<file path="config.mk">
export PLATFORM = sky130hd
export DESIGN_NAME = bufxfer_engine
export DESIGN_NICKNAME = d
export VERILOG_FILES = /design/src/rtl/bxe_pkg.sv /design/src/rtl/bxe_cpu_decode.sv /design/src/rtl/bxe_byte_counter.sv /design/src/rtl/bxe_addr_ptr.sv /design/src/rtl/bxe_xfer_ctrl.sv /design/src/rtl/bufxfer_engine.sv
export SDC_FILE = /design/constraint.sdc
export NUM_CORES = 1
export LEC_CHECK = 0
export ABC_AREA = 1
export BUFFER_PORTS_ARGS = -buffer_cell sky130_fd_sc_hd__buf_2
export CORE_MARGIN = 4
export CORE_UTILIZATION = 45
export DETAILED_ROUTE_END_ITERATION = 7
export PLACE_DENSITY_LB_ADDON = 0.1
export SYNTH_ARGS = -nofsm -noshare
export SYNTH_HDL_FRONTEND = slang
export SYNTH_SLANG_ARGS = --single-unit
</file>
<file path="constraint.sdc">
create_clock -name clk -period 3.36 [get_ports clk]
set_input_delay 0.168 -clock clk [delete_from_list [all_inputs] [get_ports clk]]
set_output_delay 0.168 -clock clk [all_outputs]
set_load 0.05 [all_outputs]
</file>
<file path="src/rtl/bxe_pkg.sv">
// Package: shared widths and register offsets of the buffer transfer engine.
// Assumes byte-wide CPU writes and a count exactly two data bytes wide.
package bxe_pkg;
    localparam int BXE_DATA_W = 8;
    localparam int BXE_ADDR_W = 21;
    localparam int BXE_REG_AW = 3;

    // Register offsets; the address bytes follow the count, then the start register
    localparam int OFS_CNT_LO   = 0;
    localparam int OFS_CNT_HI   = 1;
    localparam int OFS_ADDR_B0  = 2;

    typedef enum logic {
        DIR_TO_BUF  = 1'b0,
        DIR_TO_HOST = 1'b1
    } bxe_dir_e;
endpackage

</file>
<file path="src/rtl/bxe_cpu_decode.sv">
// Module: decodes CPU register writes into load strobes.
// Assumes every load is blocked while a transfer is busy.
module bxe_cpu_decode
    import bxe_pkg::*;
#(
    parameter int REG_AW  = BXE_REG_AW,
    parameter int ADDR_NB = 3
) (
    input  logic              cpu_wr,
    input  logic [REG_AW-1:0] cpu_addr,
    input  logic              busy,
    output logic              ld_cnt_lo,
    output logic              ld_cnt_hi,
    output logic [ADDR_NB-1:0] ld_addr,
    output logic              trig
);
    localparam int OFS_TRIG = OFS_ADDR_B0 + ADDR_NB;

    logic wr_ok;
    assign wr_ok     = cpu_wr && !busy;
    assign ld_cnt_lo = wr_ok && (cpu_addr == REG_AW'(OFS_CNT_LO));
    assign ld_cnt_hi = wr_ok && (cpu_addr == REG_AW'(OFS_CNT_HI));
    assign trig      = wr_ok && (cpu_addr == REG_AW'(OFS_TRIG));

    // One load strobe per address byte lane
    for (genvar b = 0; b < ADDR_NB; b++) begin : g_addr_ld
        assign ld_addr[b] = wr_ok && (cpu_addr == REG_AW'(OFS_ADDR_B0 + b));
    end
endmodule

</file>
<file path="src/rtl/bxe_byte_counter.sv">
// Module: the transfer byte count, loaded bytewise and decremented by one.
// Assumes the count is two data bytes. In narrow mode the top bit is neither
// stored nor counted.
module bxe_byte_counter
    import bxe_pkg::*;
#(
    parameter int DATA_W = BXE_DATA_W
) (
    input  logic                  clk,
    input  logic                  rst_n,
    input  logic                  narrow,
    input  logic                  ld_lo,
    input  logic                  ld_hi,
    input  logic [DATA_W-1:0]     wdata,
    input  logic                  dec,
    output logic [2*DATA_W-1:0]   cnt,
    output logic                  is_zero,
    output logic                  is_one
);
    localparam int CNT_W = 2 * DATA_W;

    logic [CNT_W-1:0]  cnt_q;
    logic [CNT_W-1:0]  eff;
    logic [DATA_W-1:0] hi_mask;

    assign hi_mask = {~narrow, {(DATA_W-1){1'b1}}};
    assign eff     = narrow ? {1'b0, cnt_q[CNT_W-2:0]} : cnt_q;
    assign is_zero = (eff == '0);
    assign is_one  = (eff == CNT_W'(1));
    assign cnt     = cnt_q;

    // Load bytes from the CPU, or count down once per accepted byte
    always_ff @(posedge clk) begin
        if (!rst_n) begin
            cnt_q <= '0;
        end else if (dec) begin
            cnt_q <= eff - CNT_W'(1);
        end else begin
            if (ld_lo) cnt_q[DATA_W-1:0]     <= wdata;
            if (ld_hi) cnt_q[CNT_W-1:DATA_W] <= wdata & hi_mask;
        end
    end
endmodule

</file>
<file path="src/rtl/bxe_addr_ptr.sv">
// Module: the buffer address pointer, loaded bytewise and incremented per byte.
// Assumes the increment wraps modulo 2^ADDR_W and that loads and increments
// never arrive in the same cycle.
module bxe_addr_ptr
    import bxe_pkg::*;
#(
    parameter int DATA_W  = BXE_DATA_W,
    parameter int ADDR_W  = BXE_ADDR_W,
    parameter int ADDR_NB = (ADDR_W + DATA_W - 1) / DATA_W
) (
    input  logic               clk,
    input  logic               rst_n,
    input  logic [ADDR_NB-1:0] ld,
    input  logic [DATA_W-1:0]  wdata,
    input  logic               adv,
    output logic [ADDR_W-1:0]  addr
);
    localparam int PAD_W = ADDR_NB * DATA_W;

    logic [ADDR_W-1:0] ptr_q;
    logic [PAD_W-1:0]  pad;

    // Merge the byte-lane loads into a padded copy of the pointer
    always_comb begin
        pad = PAD_W'(ptr_q);
        for (int b = 0; b < ADDR_NB; b++) begin
            if (ld[b]) pad[b*DATA_W +: DATA_W] = wdata;
        end
    end

    // Advance on buffer-side bytes, otherwise take the CPU loads
    always_ff @(posedge clk) begin
        if (!rst_n)   ptr_q <= '0;
        else if (adv) ptr_q <= ptr_q + ADDR_W'(1);
        else          ptr_q <= pad[ADDR_W-1:0];
    end

    assign addr = ptr_q;
endmodule

</file>
<file path="src/rtl/bxe_xfer_ctrl.sv">
// Module: transfer control. It holds busy and the direction, picks the count
// strobe for the direction and raises the one-cycle end event.
// Assumes the start strobe arrives only while idle.
module bxe_xfer_ctrl
    import bxe_pkg::*;
(
    input  logic clk,
    input  logic rst_n,
    input  logic trig,
    input  logic dir_in,
    input  logic cnt_zero,
    input  logic cnt_one,
    input  logic host_rd_stb,
    input  logic buf_stb,
    output logic busy,
    output logic xfer_end,
    output logic dec,
    output logic adv
);
    logic     busy_q, end_q;
    bxe_dir_e dir_q;
    logic     last;

    assign dec  = busy_q && ((dir_q == DIR_TO_HOST) ? host_rd_stb : buf_stb);
    assign adv  = busy_q && buf_stb;
    assign last = dec && cnt_one;

    // Busy and end event: start on a nonzero count, stop on the last byte
    always_ff @(posedge clk) begin
        if (!rst_n) begin
            busy_q <= 1'b0;
            end_q  <= 1'b0;
        end else if (busy_q) begin
            busy_q <= !last;
            end_q  <= last;
        end else begin
            busy_q <= trig && !cnt_zero;
            end_q  <= trig && cnt_zero;
        end
    end

    // Latch the direction when a transfer is started
    always_ff @(posedge clk) begin
        if (!rst_n)    dir_q <= DIR_TO_BUF;
        else if (trig) dir_q <= bxe_dir_e'(dir_in);
    end

    assign busy     = busy_q;
    assign xfer_end = end_q;
endmodule

</file>
<file path="src/rtl/bufxfer_engine.sv">
// Module: top of the buffer transfer counting and addressing engine.
// Assumes single-cycle strobes from the host port and the memory side, and
// CPU writes that are decoded to register offsets.
module bufxfer_engine
    import bxe_pkg::*;
#(
    parameter int DATA_W = BXE_DATA_W,
    parameter int ADDR_W = BXE_ADDR_W,
    parameter int REG_AW = BXE_REG_AW
) (
    input  logic              clk,
    input  logic              rst_n,
    input  logic              narrow_cnt,
    input  logic              cpu_wr,
    input  logic [REG_AW-1:0] cpu_addr,
    input  logic [DATA_W-1:0] cpu_wdata,
    input  logic              xfer_end_irq,
    input  logic              host_rd_stb,
    input  logic              buf_stb,
    output logic              busy,
    output logic              xfer_end,
    output logic [ADDR_W-1:0] buf_addr,
    output logic [DATA_W-1:0] cnt_rd_lo,
    output logic [DATA_W-1:0] cnt_rd_hi
);
    localparam int ADDR_NB = (ADDR_W + DATA_W - 1) / DATA_W;
    localparam int CNT_W   = 2 * DATA_W;

    logic               ld_cnt_lo, ld_cnt_hi, trig_ok;
    logic [ADDR_NB-1:0] ld_addr;
    logic [CNT_W-1:0]   cnt_q;
    logic               cnt_zero, cnt_one, cnt_dec, addr_adv;

    bxe_cpu_decode #(.REG_AW(REG_AW), .ADDR_NB(ADDR_NB)) u_dec (
        .cpu_wr    (cpu_wr),
        .cpu_addr  (cpu_addr),
        .busy      (busy),
        .ld_cnt_lo (ld_cnt_lo),
        .ld_cnt_hi (ld_cnt_hi),
        .ld_addr   (ld_addr),
        .trig      (trig_ok)
    );

    bxe_byte_counter #(.DATA_W(DATA_W)) u_cnt (
        .clk     (clk),
        .rst_n   (rst_n),
        .narrow  (narrow_cnt),
        .ld_lo   (ld_cnt_lo),
        .ld_hi   (ld_cnt_hi),
        .wdata   (cpu_wdata),
        .dec     (cnt_dec),
        .cnt     (cnt_q),
        .is_zero (cnt_zero),
        .is_one  (cnt_one)
    );

    bxe_addr_ptr #(.DATA_W(DATA_W), .ADDR_W(ADDR_W), .ADDR_NB(ADDR_NB)) u_ptr (
        .clk   (clk),
        .rst_n (rst_n),
        .ld    (ld_addr),
        .wdata (cpu_wdata),
        .adv   (addr_adv),
        .addr  (buf_addr)
    );

    bxe_xfer_ctrl u_ctl (
        .clk         (clk),
        .rst_n       (rst_n),
        .trig        (trig_ok),
        .dir_in      (cpu_wdata[0]),
        .cnt_zero    (cnt_zero),
        .cnt_one     (cnt_one),
        .host_rd_stb (host_rd_stb),
        .buf_stb     (buf_stb),
        .busy        (busy),
        .xfer_end    (xfer_end),
        .dec         (cnt_dec),
        .adv         (addr_adv)
    );

    // Count readback; in narrow mode the top bit shows the interrupt flag
    assign cnt_rd_lo = cnt_q[DATA_W-1:0];
    assign cnt_rd_hi = narrow_cnt ? {xfer_end_irq, cnt_q[CNT_W-2:DATA_W]}
                                  : cnt_q[CNT_W-1:DATA_W];
endmodule

</file>
Yosys cells after proc, flatten, opt, wreduce, memory -nomap -nowiden
Cells that the tools add are included.
- bits of input ports: 18
- register bits after elaboration: 40
- output and inout port bits: 39
- logic and storage cells: 52
- add/sub/neg operators: 2
- mux-type cells: 12
- bitwise logic cells: 2
- equality and inequality tests: 6
- reductions and logical operators: 22
- operators with widths (kind ; count):
    two-way mux 8 bit ; 5
    two-way mux 16 bit ; 2
    adder 21 x 1 -> 21 bit, second input constant ; 1
    two-way mux 21 bit ; 1
    == test 16 x 1 -> 1 bit, second input constant ; 1
    zero test 16 bit ; 1
    subtractor 16 x 1 -> 16 bit, second input constant ; 1
    logical AND 1 bit ; 12
    nonzero test 2 bit ; 5
    AND 8 bit ; 1
    == test 3 x 2 -> 1 bit, second input constant ; 2
    == test 3 bit, second input constant ; 2
    two-way mux 5 bit ; 1
    == test 3 x 1 -> 1 bit, second input constant ; 1
    zero test 1 bit ; 3
    zero test 3 bit ; 1
    two-way mux 1 bit ; 3
    inverter 1 bit ; 1

Longest topological paths before layout
- depth in word-level cells: 5
- depth in mapped cells: 10
- gate-level depth less buffers: 10

Hierarchy
From an unflattened synthesis, not the netlist that was laid out.
- cell total of the unflattened synthesis: 472
- area total of the unflattened synthesis: 2905.3 µm²
- modules (own cells, without submodules) (module ; cells each ; area each (µm²) ; times used ; sequential area each (µm²)):
    bxe_addr_ptr ; 236 ; 1441.4 ; 1 ; 420.4
    bxe_byte_counter ; 195 ; 1232.4 ; 1 ; 320.3
    bxe_xfer_ctrl ; 21 ; 148.9 ; 1 ; 60.1
    bxe_cpu_decode ; 16 ; 67.6 ; 1 ; 0.0
    bufxfer_engine ; 4 ; 15.0 ; 1 ; 0.0

Worst setup path before layout
No wires, ideal clock.
- path type: reg2reg
- from: reg u_ptr.ptr_q[1] (netlist: u_ptr.addr[1])
- to: reg u_ptr.ptr_q[16] (netlist: u_ptr.addr[16])
- data required time: 3.232 ns
- data arrival time: 1.724 ns
- path buffers: 0
- library setup time: 0.128 ns
- clock period less this slack: 1.852 ns
- cell stages (with the launch flop): 11
- path slack: 1.508 ns
- path through: dfxtp_1 -> ha_1 -> nand2_2 -> nor2_4 -> nand2_2 -> nor2_2 -> nand2_1 -> nand2_1 -> nand2_1 -> a21oi_1 -> nor2_1
- cells in the longest elaborated chain, start to end: 2
- RTL lines (what ; RTL line ; RTL):
    start: declaration ; bxe_addr_ptr.sv:20 ; logic [ADDR_W-1:0] ptr_q;
    start signal: assignment ; bxe_addr_ptr.sv:34 ; else if (adv) ptr_q <= ptr_q + ADDR_W'(1);
    start signal: assignment ; bxe_addr_ptr.sv:35 ; else ptr_q <= pad[ADDR_W-1:0];
    adder 21 x 1 -> 21 bit ; bxe_addr_ptr.sv:34 ;
    two-way mux 21 bit ; bxe_addr_ptr.sv:34 ;
No other way between the ends.
A chain may end at the register's enable or synchronous reset.

Worst setup path in the final report
- from: reg u_ctl.dir_q
- to: reg u_cnt.cnt_q[5] (netlist: u_cnt.cnt[5])
- cells in the longest elaborated chain, start to end: 3
- elaborated cells between the ends (all ways): 4
- those cells by class: mux (2); reduce/logical (2)
- RTL lines (what ; RTL line ; RTL):
    start: declaration ; bxe_xfer_ctrl.sv:21 ; bxe_dir_e dir_q;
    start signal: assignment ; bxe_xfer_ctrl.sv:45 ; else if (trig) dir_q <= bxe_dir_e'(dir_in);
    two-way mux 1 bit (*) ; bxe_xfer_ctrl.sv:24 ; assign dec = busy_q && ((dir_q == DIR_TO_HOST) ? host_rd_stb : buf_stb);
    logical AND 1 bit (*) ; bxe_xfer_ctrl.sv:24 ;
    two-way mux 16 bit / nonzero test 2 bit (equally long branches) ; n/a ;
    end signal: assignment ; bxe_byte_counter.sv:37 ; cnt_q <= eff - CNT_W'(1);
    end signal: indexed assignment ; bxe_byte_counter.sv:39 ; if (ld_lo) cnt_q[DATA_W-1:0] <= wdata;
    end signal: indexed assignment ; bxe_byte_counter.sv:40 ; if (ld_hi) cnt_q[CNT_W-1:DATA_W] <= wdata & hi_mask;
    end: declaration ; bxe_byte_counter.sv:22 ; logic [CNT_W-1:0] cnt_q;
Mark *: on every way between the ends. The rest lies on a longest branch, timed or not.

==> impl_metrics.toml <==
[status]
status = "completed"

[pwr]
swShare_pct = 35.1
power.internal_uw = 734
cellLeakagePower_nw = 1.44
p_sw_uw = 397
ir_worst_vdd_v = 0.000201
fin_total_pwr_mw = 1.13
p_comb_share_pct = 23.8
clkPwrFrac_pct = 30.7
powerDensity_nw_per_um2 = 358
p_seq_share_pct = 45.5

[yosys]
synthArstFlopShare_pct = 0
synth_ff_type = "dfxtp_1"
yosysSeqAreaShare_pct = 28.2
synth.avg_cell_area_um2 = 6.09
yosysWarnings = 0
synth-edff-count = 0
synth_nets = 487
postSynthCellCount = 466
ys_ff_latch = 40
synthesis.area_um2 = 2840
yosysUniqueCellTypes = 31

[die]
die_h_um = 87.4
die-width_um = 87.4
start_util_pct = 47.1
ios = 57
num_rows = 28
core_area_um2 = 6030
die_area_um2 = 7640

[worst_setup_path]
setup.worst_path.start_class = "register"
slowest_delay_ps = 640
path_cells = "inv_1 -> o21ai_1 -> nand2_1 -> inv_2 -> nand2_1 -> o21ai_0 -> nor2_1 -> nor2_1"
arrival_ps = 2060
crit_fanout = 11
cp-end-kind = "register"
worstPathBufferInverterCount = 2
crit_type = "reg2reg"
cp_top_family = "compound AO/OA/AOI/OAI gates"
cp_data_required_time_ps = 3600
slowest_stage = "o21ai_1"

[cells_and_area]
fin_util_pct = 52.4
area_growth_pct = 11.2
drive_gt1_share_pct = 17.8
stdcell_count = 582
finish.net_count = 527
n_antenna_cell = 0

[clock_network]
path_clk_slew_ps = 90
tritoncts = "built"
cts_resized = 0
cts_num_sinks = 40
cts_hold_buf = 0
cts-root-buf = "clkbuf_8"
cts_setup_buffers = 0
cts_buffers = 5
cts_buffer_depth = 2
cts_max_level = 2
insertion_delay_ps = 300

[placed_design]
dp_cells = 574
gp_congestion = 0.884
dp_hpwl_mm = 6.29
portBuffers = 56

[routing]
firstDrtPassIters = 5
drt_iter0_drc = 205
wire_per_inst_um = 14.1
viasPerCell = 5.29
wl_mm = 8.20
vias = 3079
drc = 0
ant_nets = 0

[timing]
finalSetupViolations = 0
hold_ws_ps = 175
period_minus_slack_ps = 1820
fin_tns_setup_ps = 0
worst_pin_slew_ps = 810
slew-limit-headroom_pct = 45.6
period_share_pct = 54.1
max_freq_mhz = 550
clock_skew_ps = 13.2
finalMaxSlewViolations = 0
hold_viol_final = 0
rsz0062_at_grt = "no"

[global_routing]
grt_overflow = 0
antenna_found_initial = 0
grt_max_degree = 29
grt_pass1_vias = 2857
track_usage_pct = 22.6
grt_pass1_wl_mm = 13.7

[hold_path]
hp-class = "in2reg"

[job]
cap_violations = 0
==> metrics by stage <==
| stage | instance area [µm²] | setup WS (ps) |
|---|---|---|
| after global placement | 3060 | 1640 |
| final | 3160 | 1540 |
| after detailed placement | 3060 | 1600 |
| after global routing | 3160 | 1280 |
| after floorplan | 2840 | 1510 |
| after CTS | 3160 | 1580 |
==> cells in the mapped netlist, drive strengths merged (2+ instances only) <==
| master | count | share of area, % |
|---|---|---|
| xnor2 | 4 | 1.2 |
| inv | 57 | 7.5 |
| nor2 | 74 | 12 |
| nand4 | 4 | 0.88 |
| nand3 | 41 | 7.8 |
| o22ai | 3 | 0.66 |
| dfxtp | 40 | 28 |
| a22oi | 2 | 0.53 |
| nor3 | 2 | 0.35 |
| o21ai | 39 | 6.9 |
| nand2 | 119 | 16 |
| xor2 | 3 | 0.93 |
| clkbuf | 4 | 0.53 |
| o211ai | 4 | 1.1 |
| or2 | 2 | 0.44 |
| a21oi | 32 | 5.6 |
| buf | 20 | 5.0 |
| a31oi | 8 | 1.8 |
| ha | 3 | 1.3 |
==> per-layer routing <==
| layer | wire length [µm] | global-route usage, % |
|---|---|---|
| met1 | 3980 | 33.2 |
| met2 | 3440 | 33.8 |
| met3 | 671 | 3.88 |
| met4 | 110 | 5.72 |
| met5 | 0 | 0 |
==> kinds of logic (layout without fill, tap and decap cells) <==
family / after synthesis / in the layout / share of synthesized area [%]
AND/OR/NAND/NOR: 244 / 244 / 37.9
buffers and inverters: 81 / 122 / 13.1
XOR/XNOR: 7 / 7 / 2.16
adder cells (fa/ha/maj): 3 / 3 / 1.32
flip-flops: 40 / 40 / 28.2
AO/OA/AOI/OAI: 91 / 91 / 17.3
==> worst reg2reg max path, cell delays in order (launching register included) <==
cell and delay [ps]:
dfxtp_1 360, inv_1 60, o21ai_1 650, nand2_1 270
inv_2 170, nand2_1 60, o21ai_0 80, nor2_1 60
nor2_1 70
==> final timing paths <==
| path | startpoint | to | slack [ps] | cells past startpoint |
|---|---|---|---|---|
| setup / recovery | u_ctl.dir_q | u_cnt.cnt[5] | 1540 | 8 |
| hold / removal | cpu_wdata[0] | u_ctl.dir_q | 180 | 3 |
| setup reg to reg | u_ctl.dir_q | u_cnt.cnt[5] | 1540 | 8 |
| hold reg to reg | u_cnt.cnt[13] | u_cnt.cnt[13] | 480 | 2 |
==> power groups by stage <==
stage          logic, mW  registers [mW]  clock network [mW]
2_1_floorplan      0.177           0.553                   0
3_3_place_gp       0.266           0.525                   0
3_5_place_dp       0.267           0.526                   0
4_1_cts            0.268           0.514               0.360
5_1_grt            0.301           0.518               0.375
6_report           0.269           0.515               0.347
==> state kept, by name, indices dropped and copies added (netlist names) <==
register / cells
u_cnt.cnt: 16
u_ctl.busy: 1
u_ctl.dir_q: 1
u_ctl.xfer_end: 1
u_ptr.addr: 21
==> layout by cell type (no fill, tap or decap), drive strengths merged, types with 7 or more instances in the layout <==
master / count
nand3: 41
clkbuf: 7
buf: 57
nor2: 74
o21ai: 39
nand2: 119
dfxtp: 40
a31oi: 8
a21oi: 32
inv: 57
==> layout make-up <==
type / count / area, µm²
fill: 655 / 2870
multi-input combinational: 345 / 1670
sequential: 40 / 801
timing repair buffer: 57 / 288
inverter: 57 / 214
tap: 75 / 93.8
clock buffer: 7 / 86.3
clock inverter: 1 / 7.51
No activity file was read; power rests on OpenSTA's default activity.
